==> src/rtl/ddr_colgen_pkg.sv <==
package ddr_colgen_pkg;

  localparam int MAX_BURST = 8;
  localparam int BEAT_W    = $clog2(MAX_BURST);
  localparam int PAIR_W    = BEAT_W - 1;

  typedef enum logic {
    ORDER_SEQ = 1'b0,
    ORDER_ILV = 1'b1
  } order_e;

  typedef struct packed {
    logic [1:0] bl_code;
    order_e     order;
    logic       wide;
    logic       auto_pre;
  } burst_cfg_t;

  // log2 of the burst length; the unused code behaves as two beats
  function automatic int burst_log2(input logic [1:0] code);
    case (code)
      2'b10:   return 2;
      2'b11:   return 3;
      default: return 1;
    endcase
  endfunction

  // index of the final beat pair of a burst
  function automatic logic [PAIR_W-1:0] final_pair(input logic [1:0] code);
    return PAIR_W'((1 << (burst_log2(code) - 1)) - 1);
  endfunction

endpackage

==> src/rtl/ddr_colgen_ctrl.sv <==
module ddr_colgen_ctrl
  import ddr_colgen_pkg::*;
#(
  parameter int COL_W = 11
) (
  input  logic                clk,
  input  logic                rst_n,
  input  logic                start_i,
  input  logic [COL_W-1:0]    start_col_i,
  input  burst_cfg_t          cfg_i,
  output logic                active_o,
  output logic [PAIR_W-1:0]   pair_o,
  output logic                at_last_o,
  output logic                ap_go_o,
  output logic [COL_W-1:0]    base_col_o,
  output burst_cfg_t          cfg_o
);

  logic               active_q, active_d;
  logic [PAIR_W-1:0]  pair_q, pair_d;
  logic [PAIR_W-1:0]  lastp_q, lastp_d;
  logic [COL_W-1:0]   col_q, col_d;
  burst_cfg_t         cfg_q, cfg_d;
  logic               ap_go_q, ap_go_d;
  logic               at_last;
  logic               load_en;
  logic               step_en;

  assign at_last = active_q && (pair_q == lastp_q);
  assign load_en = start_i;
  assign step_en = active_q && !start_i;

  always_comb begin
    active_d = active_q;
    pair_d   = pair_q;
    lastp_d  = lastp_q;
    col_d    = col_q;
    cfg_d    = cfg_q;
    ap_go_d  = at_last && cfg_q.auto_pre;
    if (load_en) begin
      active_d = 1'b1;
      pair_d   = '0;
      lastp_d  = final_pair(cfg_i.bl_code);
      col_d    = start_col_i;
      cfg_d    = cfg_i;
    end else if (step_en) begin
      if (at_last) begin
        active_d = 1'b0;
      end else begin
        pair_d = pair_q + 1'b1;
      end
    end
  end

  always_ff @(posedge clk or negedge rst_n) begin
    if (!rst_n) begin
      active_q <= 1'b0;
      pair_q   <= '0;
      lastp_q  <= '0;
      col_q    <= '0;
      cfg_q    <= '0;
      ap_go_q  <= 1'b0;
    end else begin
      active_q <= active_d;
      pair_q   <= pair_d;
      lastp_q  <= lastp_d;
      col_q    <= col_d;
      cfg_q    <= cfg_d;
      ap_go_q  <= ap_go_d;
    end
  end

  assign active_o   = active_q;
  assign pair_o     = pair_q;
  assign at_last_o  = at_last;
  assign ap_go_o    = ap_go_q;
  assign base_col_o = col_q;
  assign cfg_o      = cfg_q;

  AST_START_LOADS_PAIR0: assert property (@(posedge clk) disable iff (!rst_n)
    start_i |=> (active_q && pair_q == '0));

  AST_PAIR_STEPS: assert property (@(posedge clk) disable iff (!rst_n)
    (active_q && !at_last && !start_i) |=> (active_q && pair_q == PAIR_W'($past(pair_q) + 1'b1)));

  AST_BURST_ENDS: assert property (@(posedge clk) disable iff (!rst_n)
    (at_last && !start_i) |=> !active_q);

  AST_CFG_HELD: assert property (@(posedge clk) disable iff (!rst_n)
    (active_q && !start_i) |=> ($stable(cfg_q) && $stable(col_q)));

endmodule

==> src/rtl/ddr_colgen_order.sv <==
module ddr_colgen_order
  import ddr_colgen_pkg::*;
#(
  parameter int COL_W = 11
) (
  input  logic [COL_W-1:0]  base_col_i,
  input  logic [BEAT_W-1:0] beat_i,
  input  logic [1:0]        bl_code_i,
  input  order_e            order_i,
  output logic [COL_W-1:0]  col_o
);

  logic [COL_W-1:0] mask;
  logic [COL_W-1:0] beat_ext;
  logic [COL_W-1:0] seq_col;
  logic [COL_W-1:0] ilv_col;
  logic [COL_W-1:0] low_pick;

  always_comb begin
    mask     = COL_W'((1 << burst_log2(bl_code_i)) - 1);
    beat_ext = COL_W'(beat_i);
    seq_col  = base_col_i + beat_ext;
    ilv_col  = base_col_i ^ beat_ext;
    low_pick = (order_i == ORDER_ILV) ? ilv_col : seq_col;
    col_o    = (base_col_i & ~mask) | (low_pick & mask);
  end

endmodule

==> src/rtl/ddr_colgen_pinmap.sv <==
module ddr_colgen_pinmap #(
  parameter int COL_W    = 11,
  parameter int NARROW_W = 10,
  parameter int GAP_BIT  = 10,
  parameter int ADDR_W   = COL_W + 1
) (
  input  logic [COL_W-1:0]  col_i,
  input  logic              wide_i,
  output logic [ADDR_W-1:0] addr_o
);

  for (genvar a = 0; a < ADDR_W; a++) begin : g_pin
    if (a == GAP_BIT) begin : g_gap
      assign addr_o[a] = 1'b0;
    end else begin : g_col
      localparam int CI = (a < GAP_BIT) ? a : a - 1;
      if (CI >= NARROW_W) begin : g_wide_only
        assign addr_o[a] = col_i[CI] & wide_i;
      end else begin : g_always
        assign addr_o[a] = col_i[CI];
      end
    end
  end

endmodule

==> src/rtl/ddr_burst_colgen.sv <==
module ddr_burst_colgen
  import ddr_colgen_pkg::*;
#(
  parameter int COL_W    = 11,
  parameter int NARROW_W = 10,
  parameter int GAP_BIT  = 10
) (
  input  logic             clk,
  input  logic             rst_n,
  input  logic             start_i,
  input  logic [COL_W-1:0] start_col_i,
  input  logic [1:0]       bl_code_i,
  input  logic             interleave_i,
  input  logic             wide_org_i,
  input  logic             auto_pre_i,
  output logic             valid_o,
  output logic [COL_W:0]   beat0_addr_o,
  output logic [COL_W:0]   beat1_addr_o,
  output logic             last_o,
  output logic             precharge_go_o
);

  localparam int ADDR_W = COL_W + 1;
  localparam int LANES  = 2;

  burst_cfg_t        cfg_in;
  burst_cfg_t        cfg_q;
  logic              active;
  logic [PAIR_W-1:0] pair;
  logic              at_last;
  logic              ap_go;
  logic [COL_W-1:0]  base_col;
  logic [COL_W-1:0]  lane_col  [LANES];
  logic [ADDR_W-1:0] lane_addr [LANES];

  always_comb begin
    cfg_in.bl_code  = bl_code_i;
    cfg_in.order    = interleave_i ? ORDER_ILV : ORDER_SEQ;
    cfg_in.wide     = wide_org_i;
    cfg_in.auto_pre = auto_pre_i;
  end

  ddr_colgen_ctrl #(.COL_W(COL_W)) u_ctrl (
    .clk         (clk),
    .rst_n       (rst_n),
    .start_i     (start_i),
    .start_col_i (start_col_i),
    .cfg_i       (cfg_in),
    .active_o    (active),
    .pair_o      (pair),
    .at_last_o   (at_last),
    .ap_go_o     (ap_go),
    .base_col_o  (base_col),
    .cfg_o       (cfg_q)
  );

  for (genvar l = 0; l < LANES; l++) begin : g_lane
    ddr_colgen_order #(.COL_W(COL_W)) u_order (
      .base_col_i (base_col),
      .beat_i     ({pair, l[0]}),
      .bl_code_i  (cfg_q.bl_code),
      .order_i    (cfg_q.order),
      .col_o      (lane_col[l])
    );

    ddr_colgen_pinmap #(
      .COL_W    (COL_W),
      .NARROW_W (NARROW_W),
      .GAP_BIT  (GAP_BIT),
      .ADDR_W   (ADDR_W)
    ) u_pinmap (
      .col_i  (lane_col[l]),
      .wide_i (cfg_q.wide),
      .addr_o (lane_addr[l])
    );
  end

  assign valid_o        = active;
  assign last_o         = at_last;
  assign precharge_go_o = ap_go;
  assign beat0_addr_o   = lane_addr[0];
  assign beat1_addr_o   = lane_addr[1];

  AST_LANES_SAME_BLOCK: assert property (@(posedge clk) disable iff (!rst_n)
    valid_o |-> (lane_col[0][COL_W-1:BEAT_W] == lane_col[1][COL_W-1:BEAT_W]));

  AST_UPPER_HELD: assert property (@(posedge clk) disable iff (!rst_n)
    (valid_o && !start_i) |=> (!valid_o || $stable(lane_col[0][COL_W-1:BEAT_W])));

endmodule

==> config.mk <==
export PLATFORM = sky130hd
export DESIGN_NAME = ddr_burst_colgen
export DESIGN_NICKNAME = d
export VERILOG_FILES = /design/src/rtl/ddr_colgen_pkg.sv /design/src/rtl/ddr_colgen_ctrl.sv /design/src/rtl/ddr_colgen_order.sv /design/src/rtl/ddr_colgen_pinmap.sv /design/src/rtl/ddr_burst_colgen.sv
export SDC_FILE = /design/constraint.sdc
export NUM_CORES = 1
export LEC_CHECK = 0
export ABC_AREA = 1
export ABC_CLOCK_PERIOD_IN_PS = 1630
export CAP_MARGIN = 15
export CORE_AREA = 2 2 64 66
export DETAILED_ROUTE_END_ITERATION = 6
export DIE_AREA = 0 0 66 68
export DONT_BUFFER_PORTS = 1
export GPL_TIMING_DRIVEN = 1
export HOLD_SLACK_MARGIN = 0.15
export SKIP_LAST_GASP = 1
export SLEW_MARGIN = 10
export SYNTH_ARGS = -nofsm -noshare
export SYNTH_HDL_FRONTEND = slang
export SYNTH_SLANG_ARGS = --single-unit
==> constraint.sdc <==
create_clock -name clk -period 1.63 [get_ports clk]
set_clock_uncertainty 0.05 [all_clocks]
set_input_delay 0.0815 -clock clk [delete_from_list [all_inputs] [get_ports clk]]
set_output_delay 0.0815 -clock clk [all_outputs]
set_load 0.01 [all_outputs]
## After elaboration in Yosys (flattened, before gate mapping)

Index checks and enable logic that the tools add are counted.

- Register bits after elaboration: 22
- Input port bits: 19
- Word-level logic and storage cells: 53

- $add $sub $neg: 6
- Equal/unequal tests: 6
- Shift operators: 2
- Muxes and demuxes: 12
- Bitwise logic cells: 10
- Reduce and logical (&&, ||, !) cells: 8

Operators by type and width:

| kind | count |
|---|---|
| AND 11 bit | 3 |
| 2-to-1 mux 32 bit | 1 |
| << shifter 1 x 32 -> 2 bit, first input constant | 1 |
| subtractor 32 x 2 -> 32 bit, second input constant | 1 |
| adder 11 x 3 -> 11 bit | 2 |
| 2-to-1 mux 11 bit | 2 |
| bitwise OR 11 bit | 2 |
| bitwise XOR 11 x 3 -> 11 bit | 2 |
| inverter 11 bit | 1 |
| << shifter 1 x 2 -> 11 bit, first input constant | 1 |
| subtractor 11 x 2 -> 11 bit, second input constant | 1 |
| equality test 2 bit, second input constant | 4 |
| case mux 2 bit (2 select lines) | 2 |
| 2-to-1 mux 2 bit | 3 |
| 2-to-1 mux 1 bit | 4 |
| AND reduction 2 bit | 2 |
| nonzero test 2 bit | 2 |
| logical AND 1 bit | 3 |
| adder 2 x 1 -> 2 bit, second input constant | 1 |
| AND 1 bit | 2 |
| equality test 2 bit | 1 |
| != test 2 bit, second input constant | 1 |
| subtractor 2 bit, second input constant | 1 |
| logical NOT 1 bit | 1 |

## Logic depth before layout (Yosys ltp)

Gate-level depths: netlist of the first run.

- Word-level depth: 8
- Mapped depth: 7
- Depth with buffers taken out: 7

## Modules after synthesis

A second synthesis of the first run with hierarchy kept.

- Cells, all modules: 188
- Area total of the unflattened synthesis: 1398.8 um^2

Modules (own cells, without submodules):

| module | instances | cells each | area an instance (um^2) | sequential area each (um^2) |
|---|---|---|---|---|
| ddr_colgen_ctrl | 1 | 98 | 870.8 | 550.5 |
| ddr_colgen_order | 2 | 30 | 166.4 | 0.0 |
| ddr_colgen_pinmap | 2 | 14 | 93.8 | 0.0 |
| ddr_burst_colgen | 1 | 2 | 7.5 | 0.0 |

## Least setup slack after synthesis of the first run

Ideal clock, no wire load.

- Kind: flip-flop to output port
- From: register u_ctrl.pair_q[0], in the netlist u_ctrl.pair_o[0]
- To: output port beat0_addr_o[2]
- Arrival time: 1.399 ns
- Required time: 1.498 ns
- Slack: 0.099 ns
- Stages on the path, launching flop included: 7
- Buffers on the path: 0
- Cells stage by stage: dfrtp_1 > ha_1 > inv_1 > fa_1 > a21oi_1 > o21ai_0 > o21ai_0

- Longest elaborated chain between the ends: 4

RTL lines:

| element | RTL line | source |
|---|---|---|
| start: declaration | ddr_colgen_ctrl.sv:20 | `logic [PAIR_W-1:0] pair_q, pair_d;` |
| start signal: assignment | ddr_colgen_ctrl.sv:65 | `pair_q <= pair_d;` |
| adder 11 x 3 -> 11 bit | ddr_colgen_order.sv:22 | `seq_col = base_col_i + beat_ext;` |
| 2-to-1 mux 11 bit | ddr_colgen_order.sv:24 | `low_pick = (order_i == ORDER_ILV) ? ilv_col : seq_col;` |
| AND 11 bit | ddr_colgen_order.sv:25 | `col_o = (base_col_i & ~mask) \| (low_pick & mask);` |
| bitwise OR 11 bit | ddr_colgen_order.sv:25 |  |
| end: declaration | ddr_burst_colgen.sv:17 | `output logic [COL_W:0] beat0_addr_o,` |

No other way between the ends.

## Worst setup path after layout of the first run

- From: register u_ctrl.col_q[1], in the netlist u_ctrl.base_col_o[1]
- To: output port beat1_addr_o[1]

- Longest elaborated chain between the ends: 4

RTL lines:

| element | RTL line | source |
|---|---|---|
| start: declaration | ddr_colgen_ctrl.sv:22 | `logic [COL_W-1:0] col_q, col_d;` |
| start signal: assignment | ddr_colgen_ctrl.sv:67 | `col_q <= col_d;` |
| adder 11 x 3 -> 11 bit / bitwise XOR 11 x 3 -> 11 bit (equally long branches) | ddr_colgen_order.sv:22, ddr_colgen_order.sv:23 |  |
| 2-to-1 mux 11 bit | ddr_colgen_order.sv:24 |  |
| AND 11 bit | ddr_colgen_order.sv:25 |  |
| bitwise OR 11 bit * | ddr_colgen_order.sv:25 |  |
| end: declaration | ddr_burst_colgen.sv:18 | `output logic [COL_W:0] beat1_addr_o,` |

Mark *: on every way between the ends. The rest lies on a longest branch, timed or not.

==> results of run 1 <==
[metrics by stage]
stage          area [µm²]   util  hold WS [ns]  worst slack [ns]  total power [mW]
6_report             1520  0.394         0.292            -0.133              1.70
3_5_place_dp         1090  0.283        -0.264            0.0832              1.06
4_1_cts              1470  0.380         0.383            -0.123              1.69
5_1_grt              1520  0.394         0.316            -0.229              1.83
2_1_floorplan        1110      -        -0.264            0.0990              1.00
3_3_place_gp         1090  0.283        -0.264            0.0993              1.05
[where the power goes]
group,switching [mW],internal (mW)
Clock,0.181,0.328
Combinational,0.252,0.226
Sequential,0.0968,0.619
[worst min-delay path, stage by stage]
cell and delay [ns]:
dlymetal6s4s_1 0.33, nand2_1 0.10, nand2_1 0.05
[synth_stat cells]
cell type	number
o21ai_0	6
clkbuf_1	13
dfrtp_1	22
o21ai_1	5
nor2_1	5
nand3_1	3
inv_2	2
buf_2	3
o22ai_1	1
a21oi_1	3
nand2_1	51
xnor2_1	1
inv_1	12
nand2_2	1
conb_1	1
nand4_1	2
ha_1	2
fa_1	2
buf_4	5
[logic make-up (layout without fill, tap and decap cells)]
logic type | Yosys count | after routing | synth area share
compound gates | 15 | 15 | 0.0692
buf+inv | 35 | 53 | 0.140
flops | 22 | 22 | 0.499
simple gates | 62 | 62 | 0.221
xor+xnor | 1 | 1 | 0.00795
fa+ha+maj | 4 | 4 | 0.0590
other cells | 1 | 2 | 0.00340
[per-layer routing]
layer / GRT usage / vias up / part of all wire
li1: - / 445 / -
met1: 0.147 / 419 / 0.43
met2: 0.220 / 32 / 0.50
met3: 0.0395 / 0 / 0.063
met4: 0.00765 / 0 / 0
met5: 0 / - / 0
[how the worst max path moves through the flow]
| stage | start | slack [ns] | end | cells past startpoint |
|---|---|---|---|---|
| 6_report | u_ctrl.base_col_o[1] | -0.13 | beat1_addr_o[1] | 5 |
| 5_1_grt | u_ctrl.pair_o[0] | -0.23 | beat1_addr_o[1] | 5 |
| 4_1_cts | u_ctrl.base_col_o[1] | -0.12 | beat1_addr_o[1] | 5 |
| 3_5_place_dp | u_ctrl.pair_o[0] | 0.08 | beat0_addr_o[2] | 6 |
| 3_3_place_gp | u_ctrl.pair_o[0] | 0.1 | beat0_addr_o[2] | 6 |
| 2_1_floorplan | u_ctrl.pair_o[0] | 0.1 | beat0_addr_o[2] | 6 |
[what timing repair did]
action / in CTS / in global routing
hold buffers: 28 / 1
hold endpoints to repair: 43 / 5
endpoints found under the setup margin: 3 / 13
pin swaps: 3 / 1
gates resized for setup: 8 / 4
setup buffers: 2 / 0
[flip-flops by register name, summed over array words and instances, names as in the netlist]
name / cells
u_ctrl.active_o: 1
u_ctrl.ap_go_o: 1
u_ctrl.base_col_o: 11
u_ctrl.cfg_o: 5
u_ctrl.lastp_q: 2
u_ctrl.pair_o: 2
[layout make-up]
class / instances / area share
sequential: 22 / 0.363
multi-input combinational: 84 / 0.276
timing repair buffer: 35 / 0.238
tap: 50 / 0.0412
inverter: 14 / 0.0346
clock buffer: 3 / 0.0272
clock inverter: 1 / 0.0198
==> results.ini, run 1 <==
[synth]
synth_cell_type_count=19
synth_top_area_share=0.499
yosysSeqAreaShare=0.499
synth_cells=140
synthTopCellsByArea=dfrtp_1 50%, nand2_1 17%, clkbuf_1 4.4%, inv_1 4.1%, fa_1 3.6%
avgSynthCellArea_um2=7.87
ys_warn_count=0
synth_area_mm2=0.00110
ys_ff_latch=22
yosysTopAreaCell=dfrtp_1

[setup_path]
cp.arrival_ns=1.63
rrSetupSlack_ns=0.17
cp_slowest_cell=fa_1
r2r_start=u_ctrl.base_col_o[1]
cp_cell_sequence=buf_6 -> fa_1 -> o21ai_1 -> o21ai_1 -> buf_4
cp_max_fo=2
crit_type=flop to primary output
rr_worst_depth=5
startpoint_type=flop
worstPathRequired_ns=1.50
crit_buf_inv=2
crit_top_cell=o21ai_1
r2r_end=u_ctrl.base_col_o[1]
critPathCaptureType=primary output
cpPeakStageDelay_ns=0.49
path_delay_family=adder cells

[clock_network]
htreeDepth=1
cts_sinks=22
worstSkewPairLatency_ns=0.26
clockRootBuffer=clkbuf_8
cts_tree=built
clockBufferDepth=2
path_clk_slew_ns=0.09
cts_buffers=3

[power]
cellLeakagePower_nw=0.760
power_density_mw_per_mm2=1120
ir_drop_uv=647

[cells_and_area]
areaGrowthSynthToFinish_pct=37.7
final_common_cell=nand2_1
fill_cells=407
instances_no_fill=209
seq_area_um2=551
mostFrequentLayoutCells=51 x nand2_1, 28 x dlygate4sd3_1, 22 x dfrtp_1
multiInputGateArea_um2=419
drive_gt1_frac=0.113
diodes=0
nNetsFinal=183

[sta]
finalSetupViolCount=3
rsz0062_at_grt=yes
setup_tns_ns=-0.260
clock.fmax_mhz=567
hold_viol_final=0
setup_ws_ns=-0.133
period_needed_ns=1.76
fin_crit_sh=1.08
drv_slew=0

[global_routing]
gr-total-overflow=0
first_global_vias=884
grt_pass1_wl_mm=4.07
antenna_found_initial=0
track_usage=0.121
grt_max_degree=23

[floorplan]
design.core.area_mm2=0.00386
die_x_um=66
start_util=0.286
row_count=23
design.die.area_mm2=0.00449
io_pins=46
die_h_um=68

[drt]
drt_pass1_iterations=4
wl_per_cell_um=12.1
drt_iter0_drc=20
ant_nets=0
viasPerCell=4.29
wirelength_mm=2.53
vias=896
route.detailed.drc=0

[placement]
io_buffers=0
place_inst=173
place_congestion=0.809
hpwl_mm=1.53

[run_status]
violations=setup timing
outcome=finished with violations

[run]
maxCapViolCount=0

[min_path]
hold_start=start_i
holdPathStages=3
holdPathEnd=u_ctrl.base_col_o[7]
min_path_type=primary input to flop

No activity file was read; power rests on OpenSTA's default activity.
==> inputs of run 2 (changes only) <==
--- a/config.mk
+++ b/config.mk
@@ -6,11 +6,11 @@
 export NUM_CORES = 1
 export LEC_CHECK = 0
 export ABC_AREA = 1
-export ABC_CLOCK_PERIOD_IN_PS = 1630
+export ABC_CLOCK_PERIOD_IN_PS = 1800
 export CAP_MARGIN = 15
-export CORE_AREA = 2 2 64 66
+export CORE_AREA = 2 2 71 60
 export DETAILED_ROUTE_END_ITERATION = 6
-export DIE_AREA = 0 0 66 68
+export DIE_AREA = 0 0 73 62
 export DONT_BUFFER_PORTS = 1
 export GPL_TIMING_DRIVEN = 1
 export HOLD_SLACK_MARGIN = 0.15
==> constraint.sdc (replaced) <==
create_clock -name clk -period 1.8 [get_ports clk]
set_clock_uncertainty 0.05 [all_clocks]
set_input_delay 0.09 -clock clk [delete_from_list [all_inputs] [get_ports clk]]
set_output_delay 0.09 -clock clk [all_outputs]
set_load 0.01 [all_outputs]
==> results.ini, run 2 (synthesis results as in run 1) <==
[sta]
period_needed_ns=1.75
fin_crit_sh=0.972
setup_tns_ns=0  ; was -0.260 ns
hold_viol_final=0  ; unchanged
rsz0062_at_grt=yes  ; unchanged
holdWs_ns=0.189  ; was 0.292 ns
finalSetupViolCount=0  ; was 3
clock.fmax_mhz=572
worstMarginPinSlew_ns=0.899
drv_slew=0  ; unchanged
slew_headroom=0.401

[setup_path]
cp_max_fo=2  ; unchanged
critPathCaptureType=primary output  ; unchanged
startpoint_type=flop  ; unchanged
crit_type=flop to primary output  ; unchanged
r2r_end=u_ctrl.pair_o[0]  ; was u_ctrl.base_col_o[1]
rr_worst_depth=6  ; was 5
worstPathRequired_ns=1.66  ; was 1.50 ns
r2r_start=u_ctrl.pair_o[0]  ; was u_ctrl.base_col_o[1]
endpoint=beat0_addr_o[2]  ; was beat1_addr_o[1]
crit_path_start=u_ctrl.pair_o[0]  ; was u_ctrl.base_col_o[1]
rrSetupSlack_ns=0.58  ; was 0.17 ns
cp.arrival_ns=1.61  ; was 1.63 ns

[drt]
viasPerCell=4.33  ; was 4.29
wirelength_mm=2.34  ; was 2.53 mm
ant_nets=0  ; unchanged
vias=831  ; was 896
wl_per_cell_um=12.2  ; was 12.1 µm
drt_pass1_iterations=4  ; unchanged
drt_iter0_drc=29  ; was 20
route.detailed.drc=0  ; unchanged

[run_status]
outcome=completed  ; was finished with violations

[floorplan]
design.core.area_mm2=0.00392  ; was 0.00386 mm²
die_h_um=62  ; was 68 µm
start_util=0.282  ; was 0.286
io_pins=46  ; unchanged
design.die.area_mm2=0.00453  ; was 0.00449 mm²
row_count=21  ; was 23
die_x_um=73  ; was 66 µm

[power]
sw_frac_of_total=0.322  ; was 0.311
pwr-share-comb=0.244  ; was 0.280
power_frac_seq=0.439  ; was 0.421
ir_drop_uv=578  ; was 647 µV
switchingPower_uw=475  ; was 529 µW
power_density_mw_per_mm2=1090  ; was 1120 mW/mm²
cellInternalPower_mw=1.00  ; was 1.17 mW
clkPwrFrac=0.317  ; was 0.299
cellLeakagePower_nw=0.697  ; was 0.760 nW

[run]
maxCapViolCount=0  ; unchanged

[cells_and_area]
areaGrowthSynthToFinish_pct=23.4  ; was 37.7%
diodes=0  ; unchanged
final_common_cell=nand2_1  ; unchanged
nNetsFinal=170  ; was 183
drive_gt1_frac=0.0959  ; was 0.113
mostFrequentLayoutCells=51 x nand2_1, 22 x dfrtp_1, 17 x dlygate4sd3_1  ; was 51 x nand2_1, 28 x dlygate4sd3_1, 22 x dfrtp_1
largest_register_ffs=11  ; unchanged

[global_routing]
gr-total-overflow=0  ; unchanged
first_global_vias=789  ; was 884
grt_max_degree=25  ; was 23
grt_pass1_wl_mm=3.64  ; was 4.07 mm
antenna_found_initial=0  ; unchanged
track_usage=0.108  ; was 0.121

[clock_network]
cts_sinks=22  ; unchanged
path_clk_slew_ns=0.09  ; about the same
cts_buffers=3  ; unchanged
htreeDepth=1  ; unchanged
worstSkewPairLatency_ns=0.26  ; about the same
clockRootBuffer=clkbuf_8  ; unchanged
clockBufferDepth=2  ; unchanged
cts_tree=built  ; unchanged

[min_path]
min_path_type=primary input to asynchronous set/reset pin  ; was primary input to flop

[placement]
io_buffers=0  ; unchanged
hpwl_mm=1.50  ; was 1.53 mm
place_congestion=0.732  ; was 0.809

[run 2: cell types whose count changed in the layout (fill, tap and decap cells not counted), sizes merged]
| cell | change |
|---|---|
| buf | -2 |
| dlygate4sd3 | -11 |
[run 2: how the worst min path moves through the flow]
stage / start / endpoint / slack [ns]
finish: rst_n / u_ctrl.lastp_q[1] / 0.19
global route: rst_n / u_ctrl.lastp_q[1] / 0.21
CTS: start_col_i[4] / u_ctrl.base_col_o[4] / 0.42
detailed placement: rst_n / u_ctrl.base_col_o[2] / -0.25
global placement: rst_n / u_ctrl.base_col_o[2] / -0.26
floorplan: rst_n / u_ctrl.active_o / -0.26
[run 2: per-layer routing]
metal  GRT usage  wire length, µm  up-vias  part of all wire
li1            -                -      424                 -
met1       0.139             1120      375              0.48
met2       0.178             1070       30              0.46
met3      0.0339              138        2             0.059
met4      0.0291               13        0            0.0056
met5           0                0        -                 0
[run 2: repair_timing]
action                                  CTS  global route
gates cloned                              0             0
hold endpoints to repair                 43             0
endpoints found under the setup margin    2            11
gates resized for setup                   2             6
setup buffers                             2             0
hold buffers                             18             0
pin swaps                                 1             3
[run 2: critical path, cell delays in order, from the launching register on]
cell and delay, ns:
dfrtp_1 0.39, ha_2 0.18, inv_2 0.05, fa_1 0.40
a21oi_1 0.15, o21ai_1 0.09, o21ai_2 0.09
[run 2: power groups by stage]
stage / clock [mW] / combinational, mW / sequential [mW]
CTS: 0.493 / 0.352 / 0.647
global placement: 0 / 0.291 / 0.656
floorplan: 0 / 0.275 / 0.632
finish: 0.469 / 0.360 / 0.648
detailed placement: 0 / 0.293 / 0.659
global route: 0.508 / 0.420 / 0.659
[run 2: stage by stage]
stage          utilization  instance area [µm²]  power (mW)  setup WS (ns)  std cells
2_1_floorplan            -                 1110       0.907          0.261        141
3_3_place_gp         0.273                 1070       0.947          0.206        167
3_5_place_dp         0.273                 1070       0.951          0.209        167
4_1_cts              0.341                 1340        1.49        -0.0269        191
5_1_grt              0.347                 1360        1.59        -0.0259        192
6_report             0.347                 1360        1.48         0.0510        192
[run 2: cell type report]
class                   count  area (µm²)
fillers                   409        2550
repair buffers             22         220
inverters                  14        52.6
clock buffers               3        41.3
well taps                  46        57.6
clock inverters             1        30.0
multi-input cells          84         408
flip-flops and latches     22         551
==> inputs of run 3 (changes only) <==
--- a/config.mk
+++ b/config.mk
@@ -5,12 +5,11 @@
 export SDC_FILE = /design/constraint.sdc
 export NUM_CORES = 1
 export LEC_CHECK = 0
-export ABC_AREA = 1
 export ABC_CLOCK_PERIOD_IN_PS = 1800
 export CAP_MARGIN = 15
-export CORE_AREA = 2 2 71 60
+export CORE_AREA = 2 2 72 60
 export DETAILED_ROUTE_END_ITERATION = 6
-export DIE_AREA = 0 0 73 62
+export DIE_AREA = 0 0 74 62
 export DONT_BUFFER_PORTS = 1
 export GPL_TIMING_DRIVEN = 1
 export HOLD_SLACK_MARGIN = 0.15
==> constraint.sdc (replaced) <==
create_clock -name clk -period 1.8 [get_ports clk]
set_clock_uncertainty 0.05 [all_clocks]
set_input_delay 0.18 -clock clk [delete_from_list [all_inputs] [get_ports clk]]
set_output_delay 0.18 -clock clk [all_outputs]
set_load 0.01 [all_outputs]
==> results.ini, run 3 <==
[min_path]
hold_start=u_ctrl.cfg_o[0]
holdPathEnd=u_ctrl.ap_go_o
holdPathStages=1
min_path_type=flop to flop  ; was primary input to asynchronous set/reset pin

[global_routing]
busiest_layer=met2  ; unchanged
use_met3=0.0403  ; was 0.0339
grt_pass1_wl_mm=2.92  ; was 3.64 mm
gr-usage-met2=0.158  ; was 0.178
track_usage=0.0881  ; was 0.108
met1_usage=0.0986  ; was 0.139
grt_max_degree=26  ; was 25
first_global_vias=666  ; was 789
antenna_found_initial=0  ; unchanged
gr-total-overflow=0  ; unchanged

[synth]
synth_top_area_share=0.493  ; was 0.499
synth_cell_type_count=24  ; was 19
synth_edf_count=0  ; unchanged
ys_warn_count=0  ; unchanged
synthFlopType=dfrtp_1  ; unchanged
yosysSeqAreaShare=0.493  ; was 0.499
ys_ff_latch=22  ; unchanged
avgSynthCellArea_um2=10.7  ; was 7.87 µm²
synth_cells=104  ; was 140
yosys-top-cells-count=22 x dfrtp_1, 14 x mux2_2, 13 x clkbuf_1  ; was 51 x nand2_1, 22 x dfrtp_1, 13 x clkbuf_1
yosysTopAreaCell=dfrtp_1  ; unchanged
synthTopCellsByArea=dfrtp_1 49%, mux2_2 14%, clkbuf_1 4.4%, fa_1 3.6%, o21ai_0 3.6%  ; was dfrtp_1 50%, nand2_1 17%, clkbuf_1 4.4%, inv_1 4.1%, fa_1 3.6%
synth_area_mm2=0.00112  ; was 0.00110 mm²
synthArstFlopShare=1.00  ; unchanged
synth_most_common_cell=dfrtp_1  ; was nand2_1

[floorplan]
start_util=0.281  ; was 0.282
row_count=21  ; unchanged
design.core.area_mm2=0.00397  ; was 0.00392 mm²
die_x_um=74  ; was 73 µm
die_h_um=62  ; unchanged
io_pins=46  ; unchanged
design.die.area_mm2=0.00459  ; was 0.00453 mm²

[drt]
wl_per_cell_um=11.8  ; was 12.2 µm
drt_pass1_iterations=4  ; unchanged
ant_nets=0  ; unchanged
route.detailed.drc=0  ; unchanged
vias=719  ; was 831
viasPerCell=4.25  ; was 4.33
drt_iter0_drc=44  ; was 29
wirelength_mm=1.99  ; was 2.34 mm

[clock_network]
path_clk_slew_ns=0.08  ; was 0.09 ns
htreeDepth=1  ; unchanged
cts_tree=built  ; unchanged
cts_sinks=22  ; unchanged
clockRootBuffer=clkbuf_8  ; unchanged
cts_buffers=3  ; unchanged
clockBufferDepth=2  ; unchanged
worstSkewPairLatency_ns=0.26  ; about the same

[cells_and_area]
areaGrowthSynthToFinish_pct=23.3  ; was 23.4%
nNetsFinal=136  ; was 170
largest_register_ffs=11  ; unchanged
final_core_util=0.347  ; about the same
drive_gt1_frac=0.286  ; was 0.0959
mostFrequentLayoutCells=20 x dfrtp_1, 18 x dlygate4sd3_1, 14 x mux2_2  ; was 51 x nand2_1, 22 x dfrtp_1, 17 x dlygate4sd3_1
final_common_cell=dfrtp_1  ; was nand2_1
diodes=0  ; unchanged
design_area_mm2=0.00138  ; was 0.00136 mm²

[run_status]
outcome=finished with violations  ; was completed
violations=setup timing

[sta]
period_needed_ns=1.91  ; was 1.75 ns
worstMarginPinSlew_ns=1.02  ; was 0.899 ns
setup_tns_ns=-0.233  ; was 0 ns
rsz0062_at_grt=yes  ; unchanged
finalSetupViolCount=3  ; was 0
fin_crit_sh=1.06  ; was 0.972
setup_ws_ns=-0.115  ; was 0.0510 ns
drv_slew=0  ; unchanged
clock.fmax_mhz=522  ; was 572 MHz
hold_viol_final=0  ; unchanged
slew_headroom=0.318  ; was 0.401

[run]
maxCapViolCount=0  ; unchanged

[power]
power_mw=1.27  ; was 1.48 mW
ir_drop_uv=458  ; was 578 µV
power_density_mw_per_mm2=925  ; was 1090 mW/mm²
cellLeakagePower_nw=0.585  ; was 0.697 nW

[setup_path]
r2r_end=u_ctrl.ap_go_o  ; was u_ctrl.pair_o[0]
critPathCaptureType=primary output  ; unchanged
rrSetupSlack_ns=0.45  ; was 0.58 ns
startpoint_type=flop  ; unchanged
cp.arrival_ns=1.68  ; was 1.61 ns
crit_type=flop to primary output  ; unchanged
crit_path_start=u_ctrl.base_col_o[1]  ; was u_ctrl.pair_o[0]
r2r_start=u_ctrl.pair_o[0]  ; unchanged
rr_worst_depth=5  ; was 6
worstPathRequired_ns=1.57  ; was 1.66 ns
cp_max_fo=3  ; was 2

[placement]
hpwl_mm=1.34  ; was 1.50 mm
place_congestion=0.749  ; was 0.732
place_area_mm2=0.00111  ; was 0.00107 mm²
pre_cts_ws_ns=0.100  ; was 0.209 ns
io_buffers=0  ; unchanged

==> run 3: changes by cell type after synthesis, sizes merged, moves of 2 or more <==
cell   delta
nand2    -45
mux2     +14
inv       -7
and2      +3
o21ai     -3
nand3     -2
nand4     -2
nor2      -2
xnor2     +2
==> run 3: kinds of logic (layout without fill, tap and decap cells) <==
kind of cell,count (synthesis),in the layout,synth area share
mux,15,15,0.150
simple gates,16,16,0.0662
fa+ha+maj,4,4,0.0583
flops,22,22,0.493
other cells,1,2,0.00336
buf+inv,28,35,0.126
compound gates,15,15,0.0796
xor+xnor,3,3,0.0235
==> run 3: through the flow <==
stage,hold slack (ns),instances
after floorplan,-0.166,105
after global placement,-0.165,145
after detailed placement,-0.165,145
after CTS,0.440,168
after global routing,0.454,169
final,0.429,169
==> run 3: worst max path at each step <==
| stage | end | slack (ns) | depth (start not counted) |
|---|---|---|---|
| after floorplan | beat0_addr_o[2] | 0.11 | 6 |
| after global placement | beat0_addr_o[2] | 0.12 | 7 |
| after detailed placement | beat0_addr_o[2] | 0.10 | 7 |
| after CTS | beat0_addr_o[2] | -0.16 | 7 |
| after global routing | beat0_addr_o[2] | -0.21 | 7 |
| final | beat0_addr_o[2] | -0.11 | 7 |
==> run 3: timing repair <==
action | in CTS | in global routing
hold buffers | 18 | 0
gates resized for setup | 7 | 3
setup buffers | 1 | 1
pin swaps | 5 | 3
endpoints found under the hold margin | 43 | 0
setup endpoints to repair | 3 | 3
==> run 3: report_power, final <==
group          internal (mW)  switching (mW)  total [mW]
clock network          0.195           0.166       0.361
registers              0.551          0.0745       0.625
logic                  0.154           0.133       0.287
==> run 3: layout make-up <==
| class | count | area (µm²) |
|---|---|---|
| fillers | 406 | 2590 |
| flip-flops and latches | 22 | 553 |
| multi-input cells | 55 | 445 |
| repair buffers | 24 | 225 |
| well taps | 57 | 71.3 |
| clock buffers | 4 | 55.1 |
| inverters | 7 | 26.3 |
==> run 3: layer usage <==
| metal | routed length [µm] | vias up |
|---|---|---|
| li1 | - | 337 |
| met1 | 821 | 358 |
| met2 | 1030 | 22 |
| met3 | 122 | 2 |
| met4 | 12 | 0 |
| met5 | 0 | - |
==> run 3: critical path, cell delays in order (launching register included) <==
cell	delay, ns
dfrtp_1	0.38
ha_2	0.18
inv_2	0.03
fa_1	0.47
nor2_1	0.04
a21oi_1	0.12
o21ai_1	0.07
buf_4	0.14
